**src/rtl/recfmt_pkg.sv**
```systemverilog
package recfmt_pkg;
  localparam int BYTE_W    = 8;
  localparam int REC_BYTES = 3;
  localparam int REC_W     = BYTE_W * REC_BYTES;
  localparam int PAY_W     = 20;
  localparam int ID_W      = 3;
  localparam int ERR_W     = 3;
  localparam int CNT_W     = $clog2(REC_BYTES + 1);

  typedef enum logic [1:0] {
    K_ADDR = 2'd0,
    K_MSG  = 2'd1,
    K_TERM = 2'd2,
    K_RSVD = 2'd3
  } kind_e;
endpackage

```
**src/rtl/recfmt_pack.sv**
```systemverilog
module recfmt_pack
  import recfmt_pkg::*;
(
  input  kind_e              kind,
  input  logic               cw_flag,
  input  logic [PAY_W-1:0]   data,
  input  logic [ERR_W-1:0]   err,
  input  logic [ID_W-1:0]    sync_id,
  input  logic               sync_ok,
  input  logic [ID_W-1:0]    addr_id,
  input  logic               df,
  input  logic               ft,
  input  logic               call_open,
  output logic [REC_W-1:0]   rec,
  output logic               emit
);
  logic [ID_W-1:0]  sid_w;
  logic             df_w;
  logic [ERR_W-1:0] err_lo;

  // unknown batch sync: identifier cleared, data-fail raised
  assign sid_w  = sync_ok ? sync_id : '0;
  assign df_w   = df | ~sync_ok;
  assign err_lo = {1'b0, err[ERR_W-2:0]};

  always_comb begin
    rec  = '0;
    emit = 1'b0;
    case (kind)
      K_ADDR: begin
        emit = 1'b1;
        rec  = {1'b0, sid_w, addr_id, df_w,
                1'b0, sid_w, addr_id, 1'b0,
                2'b00, data[1], data[0],
                (call_open ? err_lo : err), 1'b0};
      end
      K_MSG: begin
        emit = call_open;
        rec  = {data, err, cw_flag};
      end
      K_TERM: begin
        emit = call_open;
        rec  = {ft, sid_w, 3'b000, df_w,
                ft, sid_w, 3'b000, 1'b0,
                4'b0000, err_lo, 1'b0};
      end
      default: begin
        emit = 1'b0;
        rec  = '0;
      end
    endcase
  end
endmodule

```
**src/rtl/recfmt_seq.sv**
```systemverilog
module recfmt_seq
  import recfmt_pkg::*;
(
  input  logic              clk,
  input  logic              rst_n,
  input  logic              in_valid,
  output logic              in_ready,
  input  kind_e             kind,
  input  logic [REC_W-1:0]  rec,
  input  logic              emit,
  output logic              out_valid,
  input  logic              out_ready,
  output logic [BYTE_W-1:0] out_data,
  output logic              call_open
);
  logic [REC_W-1:0] sreg;
  logic [CNT_W-1:0] left;
  kind_e            cur_kind;
  logic             fire;
  logic             take;

  assign in_ready  = (left == '0);
  assign out_valid = (left != '0);
  assign out_data  = sreg[REC_W-1 -: BYTE_W];
  assign fire      = in_valid & in_ready;
  assign take      = out_valid & out_ready;

  always_ff @(posedge clk or negedge rst_n) begin
    if (!rst_n) begin
      sreg      <= '0;
      left      <= '0;
      cur_kind  <= K_RSVD;
      call_open <= 1'b0;
    end else if (fire) begin
      if (emit) begin
        sreg     <= rec;
        left     <= CNT_W'(REC_BYTES);
        cur_kind <= kind;
      end
      if (kind == K_ADDR)      call_open <= 1'b1;
      else if (kind == K_TERM) call_open <= 1'b0;
    end else if (take) begin
      sreg <= sreg << BYTE_W;
      left <= left - 1'b1;
    end
  end

  // checker state: bytes taken since the last emitting acceptance
  logic [CNT_W-1:0] nbytes;
  logic             started;
  always_ff @(posedge clk or negedge rst_n) begin
    if (!rst_n) begin
      nbytes  <= '0;
      started <= 1'b0;
    end else if (fire && emit) begin
      nbytes  <= '0;
      started <= 1'b1;
    end else if (take) begin
      nbytes <= nbytes + 1'b1;
    end
  end

  a_r1_three_bytes: assert property (@(posedge clk) disable iff (!rst_n)
    (in_valid && in_ready && started) |-> (nbytes == CNT_W'(REC_BYTES)));

  a_r2_hold: assert property (@(posedge clk) disable iff (!rst_n)
    (out_valid && !out_ready) |=> (out_valid && $stable(out_data)));

  a_r3_hdr_lead: assert property (@(posedge clk) disable iff (!rst_n)
    (out_valid && cur_kind == K_ADDR && left == CNT_W'(REC_BYTES)) |-> !out_data[BYTE_W-1]);

  a_r6_term_tail: assert property (@(posedge clk) disable iff (!rst_n)
    (out_valid && cur_kind == K_TERM && left == CNT_W'(1)) |-> (out_data[BYTE_W-1:3] == '0));

  a_r8_drop: assert property (@(posedge clk) disable iff (!rst_n)
    (fire && kind != K_ADDR && !call_open) |=> (!out_valid && !call_open));

  a_r9_open: assert property (@(posedge clk) disable iff (!rst_n)
    (fire && kind == K_ADDR) |=> call_open);
endmodule

```
**src/rtl/call_record_fmt.sv**
```systemverilog
module call_record_fmt
  import recfmt_pkg::*;
(
  input  logic              clk,
  input  logic              rst_n,
  input  logic              in_valid,
  output logic              in_ready,
  input  logic [1:0]        in_kind,
  input  logic              in_cw_flag,
  input  logic [PAY_W-1:0]  in_data,
  input  logic [ERR_W-1:0]  in_err,
  input  logic [ID_W-1:0]   in_sync_id,
  input  logic              in_sync_ok,
  input  logic [ID_W-1:0]   in_addr_id,
  input  logic              in_df,
  input  logic              in_ft,
  output logic              out_valid,
  input  logic              out_ready,
  output logic [BYTE_W-1:0] out_data
);
  kind_e            kind;
  logic [REC_W-1:0] rec;
  logic             emit;
  logic             call_open;

  assign kind = kind_e'(in_kind);

  recfmt_pack u_pack (
    .kind      (kind),
    .cw_flag   (in_cw_flag),
    .data      (in_data),
    .err       (in_err),
    .sync_id   (in_sync_id),
    .sync_ok   (in_sync_ok),
    .addr_id   (in_addr_id),
    .df        (in_df),
    .ft        (in_ft),
    .call_open (call_open),
    .rec       (rec),
    .emit      (emit)
  );

  recfmt_seq u_seq (
    .clk       (clk),
    .rst_n     (rst_n),
    .in_valid  (in_valid),
    .in_ready  (in_ready),
    .kind      (kind),
    .rec       (rec),
    .emit      (emit),
    .out_valid (out_valid),
    .out_ready (out_ready),
    .out_data  (out_data),
    .call_open (call_open)
  );
endmodule

```
**config.mk**
```make
export PLATFORM = sky130hd
export DESIGN_NAME = call_record_fmt
export DESIGN_NICKNAME = d
export VERILOG_FILES = /design/src/rtl/recfmt_pkg.sv /design/src/rtl/recfmt_pack.sv /design/src/rtl/recfmt_seq.sv /design/src/rtl/call_record_fmt.sv
export SDC_FILE = /design/constraint.sdc
export NUM_CORES = 1
export LEC_CHECK = 0
export ABC_AREA = 1
export BUFFER_PORTS_ARGS = -buffer_cell sky130_fd_sc_hd__buf_2
export CAP_MARGIN = 30
export CORE_MARGIN = 2
export CORE_UTILIZATION = 52
export CTS_CLUSTER_DIAMETER = 40
export DETAILED_ROUTE_END_ITERATION = 10
export PLACE_DENSITY = 0.89
export RECOVER_POWER = 100
export SYNTH_ARGS = -nofsm -noshare
export SYNTH_HDL_FRONTEND = slang
export SYNTH_SLANG_ARGS = --single-unit
```
**constraint.sdc**
```tcl
create_clock -name clk -period 1.8 [get_ports clk]
set_clock_uncertainty 0.1 [all_clocks]
set_input_delay 0.27 -clock clk [delete_from_list [all_inputs] [get_ports clk]]
set_output_delay 0.27 -clock clk [all_outputs]
set_load 0.005 [all_outputs]
```
Word level (Yosys, flattened, before mapping)
Cells that the tools add are included.

Flip-flop bits (word level): 27. Input port bits: 39. Logic and storage cells: 31.

$add $sub $neg: 1. Equality and inequality tests: 3. Muxes and demuxes: 12. Bitwise gates (word level): 4. Reduce and logical (&&, ||, !) cells: 8.

Operator list (number): 2-to-1 mux 24 bit (3); case mux 24 bit (3 select lines) (1); 2-to-1 mux 2 bit (3); 2-to-1 mux 3 bit (2); nonzero test 2 bit (3); zero test 2 bit (2); AND reduction 2 bit (2); AND 1 bit (2); equality test 2 x 1 -> 1 bit, second input constant (1); equality test 2 bit, second input constant (1); 2-to-1 mux 1 bit (2); != test 2 bit, second input constant (1); case mux 1 bit (2 select lines) (1); OR reduction 2 bit (1); subtractor 2 x 1 -> 2 bit, second input constant (1); NOT 1 bit (1); OR 1 bit (1).

Logic depth before layout (Yosys ltp)
Gate-level depths: netlist of run 1.

Depth in word-level cells: 5. Gate-level depth with buffers: 10. Mapped depth without buffers: 10.

Modules after synthesis
A second synthesis of run 1 with hierarchy kept.

Cells, all modules: 299. Area total of the unflattened synthesis: 1954.4 µm².

Modules (own cells, without submodules): recfmt_seq (instances 1, cells an instance 208, area each 1493.9 µm², sequential area each 675.6 µm²); recfmt_pack (instances 1, cells an instance 91, area each 460.4 µm², sequential area each 0.0 µm²).

Worst setup path before layout of run 1
No wires, ideal clock.

Path kind: register to register. Start point: reg u_seq.left[0]. End point: reg u_seq.sreg[10]. Library setup time: 0.126 ns. Arrival: 1.264 ns. Required time: 1.574 ns. Slack: 0.309 ns. Cell stages (with the launch flop): 9. Buffers on the path: 1. Period minus slack after synthesis: 1.491 ns. Path through: dfrtp_1 > inv_1 > ha_1 > nand2_4 > nor2_8 > nand2_4 > nand2_8 > buf_4 > a21oi_1.

Longest elaborated chain between the ends: 4. Elaborated cells between the ends (all ways): 8. Classes of those cells: 1 x eq/ne; 1 x mux; 2 x bitwise; 4 x reduce/logical.

RTL lines: from (decl) (RTL line recfmt_seq.sv:17) `logic [CNT_W-1:0] left;`; from (signal assigned) (RTL line recfmt_seq.sv:37) `left <= CNT_W'(REC_BYTES);`; from (signal assigned) (RTL line recfmt_seq.sv:44) `left <= left - 1'b1;`; zero test 2 bit (*) (RTL line recfmt_seq.sv:22) `assign in_ready = (left == '0);`; via in_ready (RTL line call_record_fmt.sv:7) `output logic in_ready,`; AND 1 bit (*) (RTL line recfmt_seq.sv:25) `assign fire = in_valid & in_ready;`; != test 2 bit (no line) / nonzero test 2 bit (equally long branches); AND reduction 2 bit (no line); to (signal assigned) (RTL line recfmt_seq.sv:36) `sreg <= rec;`; to (signal assigned) (RTL line recfmt_seq.sv:43) `sreg <= sreg << BYTE_W;`; to (decl) (RTL line recfmt_seq.sv:16) `logic [REC_W-1:0] sreg;`.

Mark *: on every way through the listed nets, which the timed path passes. The rest lies on a longest branch. A chain may end at the register's enable or synchronous reset.

Final worst setup path of run 1
Start point: reg u_seq.left[0]. End point: reg u_seq.sreg[5].

Longest elaborated chain between the ends: 4. Elaborated cells between the ends (all ways): 8. Classes of those cells: 1 x eq/ne; 1 x mux; 2 x bitwise; 4 x reduce/logical.

RTL lines (RTL line): zero test 2 bit / nonzero test 2 bit (equally long branches) (recfmt_seq.sv:22, recfmt_seq.sv:23); AND 1 bit, on equally long branches (recfmt_seq.sv:25, recfmt_seq.sv:26); != test 2 bit (no line) / nonzero test 2 bit (equally long branches); AND reduction 2 bit (no line).

Several ways; a longest one is shown, not always the timed one.

==> results of run 1 <==
[layout by cell type, fill, tap and decap left out]
cell,n
a21boi_0,4
nand3_1,32
dlygate4sd3_1,1
nand2_1,103
o21ai_0,3
clkbuf_2,1
nor3_1,1
a21oi_2,1
nand4_1,3
nand2_8,1
dfrtp_1,27
nand3_2,1
buf_4,11
inv_1,12
nor2_1,14
nand2_2,1
ha_1,7
buf_2,45
a21oi_1,8
clkbuf_4,3
o21bai_1,1
a31oi_1,1
clkbuf_1,3
nand2_4,3
nor2_8,1
[where the power goes]
part | total, mW | internal (mW) | switching, mW
Combinational | 0.987 | 0.398 | 0.589
Sequential | 0.942 | 0.821 | 0.120
Clock | 0.263 | 0.0870 | 0.176
Total | 2.19 | 1.31 | 0.885
[kinds of logic (layout without fill, tap and decap cells)]
family | count (synthesis) | after routing | synth area share (%)
compound gates | 18 | 18 | 6.12
fa+ha+maj | 7 | 7 | 4.98
buf+inv | 30 | 76 | 10.6
flops | 27 | 27 | 38.4
simple gates | 159 | 160 | 39.9
[per-layer routing]
metal	vias to the layer above	share of wire (%)	routed length [um]
met3	8	5.7	243
met5	-	0	0
li1	855	-	-
met4	0	1.4	59
met1	823	43	1820
met2	63	50	2130
[area by class of cell]
class / count / area [sq um] / area share [%]
timing repair buffer: 60 / 330 / 16.2
inverter: 12 / 45.0 / 2.20
tap: 46 / 57.6 / 2.82
clock buffer: 4 / 26.3 / 1.29
multi-input combinational: 185 / 908 / 44.5
sequential: 27 / 676 / 33.1
[tightest hold or removal path, cell delays in order]
cell,delay (ns)
buf_2,0.10
nand2_1,0.05
a21oi_1,0.05
[sequential cells by signal, summed over array words and instances, names as in the netlist]
signal	cells
u_seq.sreg	24
u_seq.left	2
u_seq.call_open	1
[repair_timing]
action / 4_1_cts / 5_1_grt
setup endpoints to repair: 0 / 23
endpoints found under the hold margin: 27 / 0
hold buffers: 1 / 0
setup buffers: 0 / 6
[final timing paths]
kind / startpoint / to / slack (ns)
max: u_seq.left[0] / u_seq.sreg[5] / 0.08
min: in_data[0] / u_seq.sreg[4] / 0.07
max reg2reg: u_seq.left[0] / u_seq.sreg[5] / 0.08
min reg2reg: u_seq.sreg[18] / u_seq.sreg[18] / 0.42
max in group asynchronous: rst_n / u_seq.sreg[23] / 0.79
min in group asynchronous: rst_n / u_seq.sreg[17] / 0.38
[through the flow]
stage	worst slack, ns	std cells	TNS, ns	area [sq um]
after floorplan	0.309	241	0	1760
after global placement	0.173	322	0	1950
after detailed placement	0.0504	322	0	1950
after CTS	0.0211	327	0	1990
after global routing	-0.00790	334	-0.00790	2040
final	0.0759	334	0	2040
==> results.sh, run 1 <==
export IMPL_first_iter_violations=78
export IMPL_numCtsBuffers=3
export IMPL_synth_area_per_cell_sq_um=7.30
export IMPL_clk_pin_slew_worst_paths_ns=0.14
export IMPL_die_y_um=62.2
export IMPL_worst_path_max_delay_cell="dfrtp_1"
export IMPL_powerDensity_nw_per_um2=1070
export IMPL_start_util_pct=53.6
export IMPL_crit_buf_inv=2
export IMPL_routedWlPerCell_um=12.7
export IMPL_vias=1749
export IMPL_leakage_nw=1.19
export IMPL_use_met3_pct=3.62
export IMPL_clock_sinks=27
export IMPL_io_pins=49
export IMPL_num_rows=21
export IMPL_dieWidth_um=62.2
export IMPL_required_ns=1.96
export IMPL_clkLatencyLatePin_ns=0.33
export IMPL_hold_depth=3
export IMPL_fillCellCount=317
export IMPL_yosys_area_top_type="dfrtp_1"
export IMPL_netlist_instances=241
export IMPL_grt_use_met2_pct=40.2
export IMPL_cts_resized=0
export IMPL_synth_edf_count=0
export IMPL_insertedDiodeCount=0
export IMPL_final_util_pct=62.2
export IMPL_yosysWarnings=0
export IMPL_coreArea_sq_um=3280
export IMPL_cts_root_buf="clkbuf_4"
export IMPL_routed_wl_mm=4.26
export IMPL_area_growth_pct=16.1
export IMPL_gr_usage_met1_pct=26.9
export IMPL_async_flop_share_pct=100
export IMPL_total_power_mw=2.19
export IMPL_critPathKind="flop to flop"
export IMPL_cp_num_cells=7
export IMPL_synth_seq_area_share_pct=38.4
export IMPL_crit_family="simple AND/OR/NAND/NOR gates"
export IMPL_fin_crit_sh_pct=95.8
export IMPL_hold_ws_ns=0.0714
export IMPL_drc=0
export IMPL_place_congestion=0.813
export IMPL_relSlewSlack_pct=55.2
export IMPL_synthTopCellsByCount="nand2_1 (103), nand3_1 (32), dfrtp_1 (27)"
export IMPL_timing_final_crit_period_ns=1.72
export IMPL_nNetsFinal=335
export IMPL_peakVddDrop_v=0.000605
export IMPL_detail_route_antenna_nets=0
export IMPL_syn_area_sq_um=1760
export IMPL_antenna_found_initial=0
export IMPL_grt_max_degree=36
export IMPL_worst_ep_arrival_time_ns=1.88
export IMPL_run_status="complete, no violations"
export IMPL_ys_flop_type="dfrtp_1"
export IMPL_ys_types=23
export IMPL_place_hpwl_mm=3.16
export IMPL_yosys_top_cells_area="dfrtp_1 (38%), nand2_1 (22%), nand3_1 (9.1%)"
export IMPL_worstSetupEndpointType="flop"
export IMPL_die_area_sq_um=3860
export IMPL_via_per_inst=5.24
export IMPL_cap_violations=0
export IMPL_synth_most_common_cell="nand2_1"
export IMPL_cpPeakStageDelay_ns=0.39
export IMPL_slew_viol_final=0
export IMPL_cts_buffer_depth=2
export IMPL_grt_busiest_layer="met2"
export IMPL_synth_top_area_share_pct=38.4
export IMPL_drive_above_1_share_pct=23.6
export IMPL_ys_ff_latch=27
export IMPL_crit_path_cell_trace="inv_1 > ha_1 > nand2_4 > buf_4 > nor3_1 > nand2_1 > a21oi_1"
export IMPL_grt_overflow=0
export IMPL_hold_violations=0
export IMPL_syn_nets=287
export IMPL_setup_viol=0
export IMPL_numPortBuffers=48
export IMPL_h_tree_depth=1
export IMPL_start_kind="flop"
export IMPL_cts_tree="built"
export IMPL_min_path_type="primary input to flop"
export IMPL_grt_pass1_vias=1612
export IMPL_grt_usage_pct=22.1
export IMPL_grt_pass1_wl_mm=6.89
export IMPL_fmax_mhz=580
export IMPL_drtPass1Iterations=4
export IMPL_r2r_cells=7
export IMPL_worst_pin_slew_ns=0.672
export IMPL_crit_fanout=12
(Power assumes the default switching activity.)
==> run 2, diff against run 1 <==
--- a/config.mk
+++ b/config.mk
@@ -9,10 +9,10 @@
 export BUFFER_PORTS_ARGS = -buffer_cell sky130_fd_sc_hd__buf_2
 export CAP_MARGIN = 30
 export CORE_MARGIN = 2
-export CORE_UTILIZATION = 52
+export CORE_UTILIZATION = 50
 export CTS_CLUSTER_DIAMETER = 40
 export DETAILED_ROUTE_END_ITERATION = 10
-export PLACE_DENSITY = 0.89
+export PLACE_DENSITY = 0.86
 export RECOVER_POWER = 100
 export SYNTH_ARGS = -nofsm -noshare
 export SYNTH_HDL_FRONTEND = slang
==> constraint.sdc (replaced) <==
create_clock -name clk -period 2 [get_ports clk]
set_clock_uncertainty 0.1 [all_clocks]
set_input_delay 0.3 -clock clk [delete_from_list [all_inputs] [get_ports clk]]
set_output_delay 0.3 -clock clk [all_outputs]
set_load 0.005 [all_outputs]
==> run 2 against run 1 <==
  * Hold slack better by 0.011 ns
  * Critical path depth stayed put
  * Combinational power is 18% lower
  * Utilization is 3.1 points lower
  * Final cell count is 2.1% lower
  * Critical path type unchanged
==> results.sh, run 2 (synthesis gave the netlist of run 1 again) <==
export IMPL_first_iter_violations=61
export IMPL_drive_above_1_share_pct=21.4
export IMPL_die_y_um=63.3
export IMPL_cts_root_buf="clkbuf_4"
export IMPL_nNetsFinal=328
export IMPL_clock_sinks=27
export IMPL_largest_register="u_seq.sreg"
export IMPL_top_regs="u_seq.sreg (24), u_seq.left (2), u_seq.call_open (1)"
export IMPL_setup_viol=0
export IMPL_worst_pin_slew_ns=0.687
export IMPL_area_growth_pct=12.9
export IMPL_run_status="complete, no violations"
export IMPL_via_per_inst=5.08
export IMPL_grt_max_degree=36
export IMPL_relSlewSlack_pct=54.2
export IMPL_num_rows=21
export IMPL_h_tree_depth=1
export IMPL_fmax_mhz=562
export IMPL_crit_fanout=19
export IMPL_required_ns=2.13
export IMPL_min_path_type="primary input to flop"
export IMPL_grt_usage_pct=21.3
export IMPL_detail_route_antenna_nets=0
export IMPL_insertedDiodeCount=0
export IMPL_routed_wl_mm=3.99
export IMPL_vias=1662
export IMPL_leakage_nw=1.16
export IMPL_routedWlPerCell_um=12.2
export IMPL_coreArea_sq_um=3360
export IMPL_grt_overflow=0
export IMPL_clkLatencyLatePin_ns=0.33
export IMPL_numCtsBuffers=3
export IMPL_dieWidth_um=63.3
export IMPL_layout_common_cells="nand2_1 (103), buf_2 (45), nand3_1 (32)"
export IMPL_slew_viol_final=0
export IMPL_hold_violations=0
export IMPL_worst_ep_arrival_time_ns=1.90
export IMPL_place_hpwl_mm=2.91
export IMPL_cts_tree="built"
export IMPL_powerDensity_nw_per_um2=956
export IMPL_io_pins=49
export IMPL_post_cts_buffers=0
export IMPL_start_util_pct=52.3
export IMPL_final_common_cell="nand2_1"
export IMPL_preCtsSetupSlack_ns=0.229
export IMPL_start_kind="flop"
export IMPL_setup_ws_ns=0.222
export IMPL_numPortBuffers=48
export IMPL_fillCellCount=354
export IMPL_grt_pass1_wl_mm=6.82
export IMPL_fin_crit_sh_pct=88.9
export IMPL_clk_pin_slew_worst_paths_ns=0.15
export IMPL_antenna_found_initial=0
export IMPL_setup_tns_ns=0
export IMPL_place_congestion=0.876
export IMPL_cts_buffer_depth=2
export IMPL_timing_final_crit_period_ns=1.78
export IMPL_total_power_mw=1.90
export IMPL_drc=0
export IMPL_largest_reg_flops=24
export IMPL_peakVddDrop_v=0.000426
export IMPL_drtPass1Iterations=4
export IMPL_cap_violations=0
export IMPL_worstSetupEndpointType="flop"
export IMPL_grt_pass1_vias=1558
export IMPL_die_area_sq_um=4010
export IMPL_critPathKind="flop to flop"
export IMPL_rsz0062_at_grt="false"
run 2: cell count changes in the layout (fill, tap and decap cells not counted), sizes merged:
cell    before  now
clkbuf       7    8
buf         56   48
run 2: worst max-delay path: stages (launching register included):
cell and delay, ns:
dfrtp_1 0.39, inv_1 0.08, ha_1 0.23, nand2_4 0.18
nor2_8 0.14, nand2_4 0.17, nand2_4 0.25, a21oi_1 0.11
run 2: path summary, 6_finish.rpt:
kind	startpoint	end	slack, ns	cells past startpoint
setup reg to reg	u_seq.left[0]	u_seq.sreg[11]	0.22	7
min in group asynchronous	rst_n	u_seq.sreg[19]	0.43	2
hold reg to reg	u_seq.sreg[17]	u_seq.sreg[17]	0.43	2
max in group asynchronous	rst_n	u_seq.sreg[8]	0.93	2
hold / removal	in_data[0]	u_seq.sreg[4]	0.08	3
setup / recovery	u_seq.left[0]	u_seq.sreg[11]	0.22	7
run 2: area by class of cell:
class / instances / area [sq um] / share of cell area (%)
Clock buffer: 4 / 26.3 / 1.32
Inverter: 12 / 45.0 / 2.27
Multi-Input combinational cell: 185 / 905 / 45.5
Sequential cell: 27 / 676 / 34.0
Tap cell: 46 / 57.6 / 2.90
Timing Repair Buffer: 53 / 278 / 14.0
run 2: routing by layer:
| metal | vias to the layer above | routed length [um] | track usage [%] | part of all wire [%] |
|---|---|---|---|---|
| met5 | - | 0 | 0 | 0 |
| met4 | 0 | 65 | 6.52 | 1.6 |
| met3 | 6 | 205 | 4.11 | 5.1 |
| met2 | 50 | 1970 | 37.1 | 49 |
| met1 | 767 | 1750 | 26.8 | 44 |
| li1 | 839 | - | - | - |
run 2: stage by stage:
stage                     instance area, sq um  hold slack, ns  util [%]  instances
final                                     1990          0.0823      59.1        327
after global routing                      1990          0.0857      59.1        327
after CTS                                 1980          0.0847      58.9        326
after detailed placement                  1950           0.246      57.8        321
after global placement                    1950           0.236      57.8        321
after floorplan                           1760         -0.0956         -        241
run 2: power by group:
part / switching [mW] / internal, mW / total, mW
Clock: 0.165 / 0.0783 / 0.244
Combinational: 0.500 / 0.314 / 0.814
Sequential: 0.103 / 0.739 / 0.842
Total: 0.768 / 1.13 / 1.90
run 2: timing repair:
item | CTS | global route
resized for setup | 0 | 0
setup endpoints to repair | 0 | 1
hold buffers | 1 | 0
hold endpoints to repair | 27 | 0
